### src/rtl/bhold_pkg.sv
package bhold_pkg;

  // Ownership sequence of the external bus
  typedef enum logic [2:0] {
    ST_LOCAL  = 3'd0,  // local controller drives the bus
    ST_DRAIN  = 3'd1,  // request seen, waiting for transfers / block bit
    ST_FLOAT  = 3'd2,  // drivers off, grant not yet given
    ST_GRANT  = 3'd3,  // external requester owns the bus
    ST_RETAKE = 3'd4   // drivers back on, grant still held
  } own_state_e;

endpackage

### src/rtl/bhold_sync.sv
module bhold_sync #(
  parameter int   STAGES  = 2,
  parameter logic RST_VAL = 1'b1
) (
  input  logic clk,
  input  logic rst_n,
  input  logic d_i,
  output logic q_o
);

  logic [STAGES-1:0] pipe_q;

  generate
    if (STAGES == 1) begin : g_single
      always_ff @(posedge clk or negedge rst_n) begin
        if (!rst_n) pipe_q <= RST_VAL;
        else        pipe_q <= d_i;
      end
    end else begin : g_chain
      always_ff @(posedge clk or negedge rst_n) begin
        if (!rst_n) pipe_q <= {STAGES{RST_VAL}};
        else        pipe_q <= {pipe_q[STAGES-2:0], d_i};
      end
    end
  endgenerate

  assign q_o = pipe_q[STAGES-1];

endmodule

### src/rtl/bhold_lag_cnt.sv
module bhold_lag_cnt #(
  parameter int WIDTH = 2
) (
  input  logic             clk,
  input  logic             rst_n,
  input  logic             load_i,
  input  logic [WIDTH-1:0] load_val_i,
  output logic             done_o
);

  logic [WIDTH-1:0] cnt_q;
  logic [WIDTH-1:0] cnt_d;
  logic             cnt_en;

  always_comb begin
    cnt_en = load_i || (cnt_q != '0);
    cnt_d  = load_i ? load_val_i : (cnt_q - 1'b1);
  end

  always_ff @(posedge clk or negedge rst_n) begin
    if (!rst_n)      cnt_q <= '0;
    else if (cnt_en) cnt_q <= cnt_d;
  end

  assign done_o = (cnt_q == '0);

endmodule

### src/rtl/bhold_fsm.sv
module bhold_fsm
  import bhold_pkg::*;
#(
  parameter int LAG_W       = 2,
  parameter int GRANT_LAG   = 1,
  parameter int RELEASE_LAG = 2
) (
  input  logic             clk,
  input  logic             rst_n,
  input  logic             req_i,
  input  logic             busy_i,
  input  logic             block_i,
  input  logic             lag_done_i,
  output logic             lag_load_o,
  output logic [LAG_W-1:0] lag_val_o,
  output logic             oe_o,
  output logic             ack_n_o,
  output logic             stall_o
);

  localparam logic [LAG_W-1:0] GRANT_LOAD   = LAG_W'(GRANT_LAG - 1);
  localparam logic [LAG_W-1:0] RELEASE_LOAD = LAG_W'(RELEASE_LAG - 1);

  own_state_e state_q, state_d;

  always_comb begin
    state_d    = state_q;
    lag_load_o = 1'b0;
    lag_val_o  = GRANT_LOAD;
    unique case (state_q)
      ST_LOCAL: begin
        if (req_i) state_d = ST_DRAIN;
      end
      ST_DRAIN: begin
        if (!req_i) begin
          state_d = ST_LOCAL;
        end else if (!busy_i && !block_i) begin
          state_d    = ST_FLOAT;
          lag_load_o = 1'b1;
          lag_val_o  = GRANT_LOAD;
        end
      end
      ST_FLOAT: begin
        if (!req_i)          state_d = ST_LOCAL;
        else if (lag_done_i) state_d = ST_GRANT;
      end
      ST_GRANT: begin
        if (!req_i) begin
          state_d    = ST_RETAKE;
          lag_load_o = 1'b1;
          lag_val_o  = RELEASE_LOAD;
        end
      end
      ST_RETAKE: begin
        if (lag_done_i) state_d = ST_LOCAL;
      end
      default: state_d = ST_LOCAL;
    endcase
  end

  always_ff @(posedge clk or negedge rst_n) begin
    if (!rst_n) state_q <= ST_LOCAL;
    else        state_q <= state_d;
  end

  always_comb begin
    oe_o    = (state_q == ST_LOCAL) || (state_q == ST_DRAIN) || (state_q == ST_RETAKE);
    ack_n_o = !((state_q == ST_GRANT) || (state_q == ST_RETAKE));
    stall_o = (state_q != ST_LOCAL);
  end

endmodule

### src/rtl/bus_hold_arbiter.sv
module bus_hold_arbiter #(
  parameter int SYNC_STAGES = 2,  // 1..6: release drive delay is SYNC_STAGES+1 edges
  parameter int GRANT_LAG   = 1,  // edges from drivers off to grant
  parameter int RELEASE_LAG = 2   // edges from drivers on to grant removal
) (
  input  logic clk,
  input  logic rst_n,
  input  logic hold_n_i,
  input  logic xfer_busy_i,
  input  logic hold_block_i,
  output logic holda_n_o,
  output logic bus_oe_o,
  output logic xfer_stall_o
);

  localparam int LAG_MAX = (GRANT_LAG > RELEASE_LAG) ? GRANT_LAG : RELEASE_LAG;
  localparam int LAG_W   = $clog2(LAG_MAX) + 1;

  logic             hold_n_s;
  logic             req;
  logic             lag_load;
  logic [LAG_W-1:0] lag_val;
  logic             lag_done;

  bhold_sync #(
    .STAGES  (SYNC_STAGES),
    .RST_VAL (1'b1)
  ) u_sync (
    .clk   (clk),
    .rst_n (rst_n),
    .d_i   (hold_n_i),
    .q_o   (hold_n_s)
  );

  assign req = !hold_n_s;

  bhold_lag_cnt #(
    .WIDTH (LAG_W)
  ) u_lag (
    .clk        (clk),
    .rst_n      (rst_n),
    .load_i     (lag_load),
    .load_val_i (lag_val),
    .done_o     (lag_done)
  );

  bhold_fsm #(
    .LAG_W       (LAG_W),
    .GRANT_LAG   (GRANT_LAG),
    .RELEASE_LAG (RELEASE_LAG)
  ) u_fsm (
    .clk        (clk),
    .rst_n      (rst_n),
    .req_i      (req),
    .busy_i     (xfer_busy_i),
    .block_i    (hold_block_i),
    .lag_done_i (lag_done),
    .lag_load_o (lag_load),
    .lag_val_o  (lag_val),
    .oe_o       (bus_oe_o),
    .ack_n_o    (holda_n_o),
    .stall_o    (xfer_stall_o)
  );

endmodule

### config.mk
export PLATFORM = sky130hd
export DESIGN_NAME = bus_hold_arbiter
export DESIGN_NICKNAME = d
export VERILOG_FILES = /design/src/rtl/bhold_pkg.sv /design/src/rtl/bhold_sync.sv /design/src/rtl/bhold_lag_cnt.sv /design/src/rtl/bhold_fsm.sv /design/src/rtl/bus_hold_arbiter.sv
export SDC_FILE = /design/constraint.sdc
export NUM_CORES = 1
export LEC_CHECK = 0
export ABC_AREA = 1
export CAP_MARGIN = 20
export CORE_AREA = 2 2 39 41
export CTS_CLUSTER_DIAMETER = 30
export DETAILED_ROUTE_END_ITERATION = 7
export DIE_AREA = 0 0 41 43
export GPL_TIMING_DRIVEN = 0
export PLACE_DENSITY = 0.54
export REMOVE_ABC_BUFFERS = 1
export SYNTH_ARGS = -nofsm -noshare
export SYNTH_HDL_FRONTEND = slang
export SYNTH_SLANG_ARGS = --single-unit
### constraint.sdc
create_clock -name clk -period 1.6 [get_ports clk]
set_clock_uncertainty 0.1 [all_clocks]
set_input_delay 0.4 -clock clk [delete_from_list [all_inputs] [get_ports clk]]
set_output_delay 0.4 -clock clk [all_outputs]
set_load 0.03 [all_outputs]
### Word level (Yosys, flattened, before mapping)

Cells that the tools add are included.

* output and inout bits: 3
* word-level logic and storage cells: 41
* input port bits: 5
* bits in registers: 7

* mux-type cells: 15
* add/subtract/negate cells: 1
* equality and inequality tests: 9
* reductions and logical operators: 13

Operators with widths (count)
* $mux W3: 7
* $pmux W3 S5: 1
* $eq A3 B2 Y1 const B: 2
* $ne A2 B2 Y1 const B: 3
* $reduce_and A5 Y1: 1
* $logic_or A1 B1 Y1: 4
* $mux W1: 4
* $mux W2: 2
* $eq A3 B1 Y1 const B: 1
* $eq A3 B3 Y1 const B: 1
* $logic_not A1 Y1: 3
* $logic_not A3 Y1: 1
* $ne A3 B2 Y1 const B: 1
* $ne A3 B3 Y1 const B: 1
* $reduce_bool A3 Y1: 1
* $logic_not A2 Y1: 1
* $pmux W1 S2: 1
* $reduce_bool A2 Y1: 1
* $sub A2 B1 Y2 const B: 1
* $logic_and A1 B1 Y1: 1

### Longest topological paths before layout

* word-level depth: 6
* depth in mapped cells: 8
* depth with buffers taken out: 8

### Cells and area by module

Synthesis repeated with hierarchy kept, for this count alone.

* cells, all modules: 64
* area, all modules: 461.7 µm²

Modules (own cells, without submodules)
* bhold_fsm: cells each 44, seq. area each 75.1 µm², area an instance 285.3 µm², times used 1
* bhold_lag_cnt: cells each 17, seq. area each 50.0 µm², area an instance 120.1 µm², times used 1
* bhold_sync: cells each 2, seq. area each 52.6 µm², area an instance 52.6 µm², times used 1
* bus_hold_arbiter: cells each 1, seq. area each 0.0 µm², area an instance 3.8 µm², times used 1

### Worst setup path before layout

No wires, ideal clock.

* kind: register to output
* from: register u_fsm.state_q[1]
* to: output holda_n_o
* slack: 0.024 ns
* buffers on the path: 0
* required time: 1.100 ns
* cell stages (with the launch flop): 4
* arrival: 1.076 ns
* cell sequence: dfrtp_1 > nand3_1 > inv_1 > a21oi_1

* longest elaborated chain between the ends: 3
* elaborated cells on any way between the ends: 4
* those cells by class: 2 x eq/ne; 2 x reduce/logical

RTL lines
* from (decl): line bhold_fsm.sv:24 `own_state_e state_q, state_d;`
* from (signal assigned): line bhold_fsm.sv:63 `else state_q <= state_d;`
* $eq A3 B2 Y1 / $eq A3 B3 Y1 (equally long branches): line bhold_fsm.sv:68 `ack_n_o = !((state_q == ST_GRANT) || (state_q == ST_RETAKE));`
* $logic_or A1 B1 Y1 *: line bhold_fsm.sv:68
* $logic_not A1 Y1 *: line bhold_fsm.sv:68
* to (decl): line bus_hold_arbiter.sv:11 `output logic holda_n_o,`

Every way passes the cells marked *; elsewhere a longest branch is shown, timed or not.

### Final worst setup path

* from: register u_fsm.state_q[1]
* to: output xfer_stall_o

* longest elaborated chain between the ends: 1

RTL lines
* $reduce_bool A3 Y1: line bhold_fsm.sv:69 `stall_o = (state_q != ST_LOCAL);`
* to (decl): line bus_hold_arbiter.sv:13 `output logic xfer_stall_o`

Every way passes these cells.

==> out/summary.md <==
The die is 43 um tall. The final layout contains routed wiring with a total length of 891 um. The dominant register cell in the synthesized netlist is sky130_fd_sc_hd__dfrtp_1.

Setup violations remaining at the end of the flow were counted as 2. The number of enable-type register cells in the synthesized netlist works out to 0. The final-layout worst hold slack was 0.2540 ns. The max-cap violation count was 0; the worst path required time was 1.10 ns. The run gives 0 as the final max-slew violation count. The total of buffers placed on input and output ports was 7; the number of optimization iterations in the first detailed-route pass was 2.

The count of nets left with antenna violations once routing finished came out at 0. The clock net sink count came out at 7. The weighted congestion at the end of routability-driven global placement was 0.6786; the horizontal die dimension was 41 um. The first global-routing pass estimated 1317 um of wire. For this design the static power due to leakage is 0.3184 nW. At the later pin of the worst-skew pair, clock insertion delay measures 0.25 ns. The synthesized design spends more area on one cell type than any other, namely sky130_fd_sc_hd__dfrtp_1. 8 I/O pins were placed. The critical path goes through nor2_4, nand2_2, buf_2. Dividing the synthesized area by the synthesized cell count gives 7.378 sq um. The buffer and inverter count on the worst path was 1. The async set-reset flop share out of synthesis is 100.0%, and the number of CTS-inserted buffers is 3.

After detailed routing, the number of vias per cell comes to 4.615. The power density relative to cell area is 1954 mW/mm^2. Clock tree buffer depth: 2. In the final routed layout, each cell accounts on average for 9.791 um. The minimum clock period after layout was 1.636 ns. The core region is 0.001384 sq mm. The tools report the total via count in the routed design as 420.

For the pin with the worst max-slew slack, the measured transition is 0.3070 ns. At the placement stage, the worst setup path has a slack of -0.3485 ns. TritonCTS built the clock tree.

Across the VDD grid, the largest voltage drop is 671.9 uV. The detailed router finished its first iteration with 2 violations. CTS placed an instance of sky130_fd_sc_hd__clkbuf_4 at the clock tree root. In the post-synthesis netlist, the cell with the most instances is sky130_fd_sc_hd__nand2_1. The repair_antennas step left the layout with diodes totalling 0. The top cell type by area accounts for 29.24% of the synthesized area. For this design, the slowest cell found on the critical path is sky130_fd_sc_hd__dfrtp_2. The run finished, with violations left. Nature of the critical path endpoint: an output pin. Cells with a size suffix above 1 make up 42.67% of the layout. For this run, design rule violations remaining after detail routing come to 0. The cell area after synthesis was 427.9 sq um; the sequential area share after synthesis was 41.52%.

The run gives 79.47% as the relative slew slack. Broken down by cell family, the worst path's largest delay share belongs to flip-flops. After layout, the worst path uses 102.2% of the clock period. Once placement finished, the instance area stood at 518.0 sq um. In this run the worst hold path is classified as flip-flop to flip-flop. Global routing used 11.29% of the available tracks. The largest single stage delay on the critical path is 0.46 ns. The critical path in this run is classified as flip-flop to output pin. The number of failing hold endpoints at the final stage was 0; the maximum number of pins on one net before global-route repair was 8. The maximum level of the CTS H-tree was 1. The final reports fail on negative setup slack. The clock-pin slew on the worst setup and hold paths came out at 0.05 ns.

The tools report the synthesized instance count as 58. The count of yosys warnings during synthesis is 0, and the detailed placement HPWL is 646.4 um. Along the worst path, the maximum fanout reaches 6.

STA puts the critical path data arrival time at 1.14 ns. The area enclosed by the die boundary was 0.001763 sq mm. The number of nets at the end of the flow was 82; the core utilization of the finished layout was 43.94%. In this run, distinct cell masters in the synthesized netlist total 15.

The initial antenna violation count is 0. After synthesis, the cell types taking the most area are sky130_fd_sc_hd__dfrtp_1, sky130_fd_sc_hd__nand2_1, sky130_fd_sc_hd__dfstp_2, sky130_fd_sc_hd__nand2_2, sky130_fd_sc_hd__inv_1. Once the floorplan was initialized, standard cells occupied 30.92% of the core.

After routing the design area is 608.1 sq um. Summed over all layers, the global routing overflow is 0. Counting instances in the post-synthesis netlist gives the leading cell types as sky130_fd_sc_hd__nand2_1, sky130_fd_sc_hd__inv_1, sky130_fd_sc_hd__dfrtp_1, sky130_fd_sc_hd__nand2_2, sky130_fd_sc_hd__nor2_1.

Setup repair after global routing could not meet its margin everywhere. The run gives -0.03573 ns as the post-route worst setup slack. Static timing analysis puts the maximum clock frequency at 0.6114 GHz. For the number of cell rows, the log shows 14.

Compared with the post-synthesis result, the final layout area differs by 42.11%. The synthesized design contains 7 register bits. The via count of the first global-routing pass is 348.

The kind of start point of the critical path was a flip-flop.
[state kept, by name (all words and copies together), names as in the netlist]
name,flops
u_sync.pipe_q,2
u_lag.cnt_q,2
u_fsm.state_q,3
[stage by stage]
step | TNS [ns] | instances | power, mW
3_3_place_gp | -0.6992 | 81 | 0.9118
4_1_cts | -0.1198 | 85 | 1.065
2_1_floorplan | 0 | 58 | 0.7457
3_5_place_dp | -0.7282 | 81 | 0.9191
5_1_grt | -0.2076 | 91 | 1.279
6_report | -0.06091 | 91 | 1.188
[cell type report]
type / count / area (sq um)
timing repair buffer: 13 / 112.6
clock buffer: 4 / 26.28
tap: 16 / 20.02
fill: 135 / 775.7
multi-input combinational: 41 / 230.2
inverter: 10 / 37.54
sequential: 7 / 181.4
[where the power goes]
| part | internal [mW] | switching, mW |
|---|---|---|
| registers | 0.248 | 0.0776 |
| clock network | 0.0953 | 0.0665 |
| logic | 0.294 | 0.406 |
[logic make-up (layout without fill, tap and decap cells)]
family,Yosys count,after routing,synth area share [%]
and+or+nand+nor,35,35,40.35
AOI/OAI and AO/OA,5,5,6.431
DFF,7,7,41.52
adders and majority gates,1,1,2.924
buffers and inverters,10,27,8.773
[worst paths after layout]
kind	from	end	slack [ns]	cells after the start
setup / recovery	u_fsm.state_q[1]	xfer_stall_o	-0.04	3
hold / removal	u_sync.pipe_q[0]	u_sync.pipe_q[1]	0.25	0
setup reg to reg	u_fsm.state_q[2]	u_lag.cnt_q[0]	0.25	7
hold reg to reg	u_sync.pipe_q[0]	u_sync.pipe_q[1]	0.25	0
max in group asynchronous	rst_n	u_sync.pipe_q[1]	0.81	1
min in group asynchronous	rst_n	u_lag.cnt_q[0]	0.30	1
[metal layers]
metal | global-route usage (%) | vias to the layer above | routed length (um)
met3 | 1.571 | 2 | 35
li1 | - | 222 | -
met1 | 13.09 | 187 | 382
met5 | 0 | - | 0
met2 | 17.81 | 9 | 457
met4 | 8.000 | 0 | 14
[cells in the final DEF (no fill, tap or decap)]
cell / n
sky130_fd_sc_hd__nand4_1: 3
sky130_fd_sc_hd__inv_1: 7
sky130_fd_sc_hd__nand3_1: 2
sky130_fd_sc_hd__nor2_2: 1
sky130_fd_sc_hd__buf_2: 1
sky130_fd_sc_hd__a21oi_2: 2
sky130_fd_sc_hd__buf_6: 2
sky130_fd_sc_hd__clkbuf_1: 1
sky130_fd_sc_hd__dfstp_2: 2
sky130_fd_sc_hd__nand2_1: 15
sky130_fd_sc_hd__nor2_4: 1
sky130_fd_sc_hd__nand3_2: 3
sky130_fd_sc_hd__a21oi_1: 1
sky130_fd_sc_hd__ha_1: 1
sky130_fd_sc_hd__o21ai_1: 1
sky130_fd_sc_hd__inv_2: 3
sky130_fd_sc_hd__clkdlybuf4s50_1: 4
sky130_fd_sc_hd__buf_4: 6
sky130_fd_sc_hd__nor2_1: 5
sky130_fd_sc_hd__dfrtp_2: 3
sky130_fd_sc_hd__nand2_2: 5
sky130_fd_sc_hd__clkbuf_4: 3
sky130_fd_sc_hd__dfrtp_1: 2
sky130_fd_sc_hd__o211ai_1: 1
[what timing repair did]
| action | in CTS | in global routing |
|---|---|---|
| endpoints found under the setup margin | 3 | 3 |
| hold buffers | 0 | 0 |
| buffers inserted | 0 | 6 |
| hold endpoints to repair | 0 | 0 |
| gates resized for setup | 20 | 8 |
| pin swaps | 1 | 1 |
No activity file was read; power rests on OpenSTA's default activity.
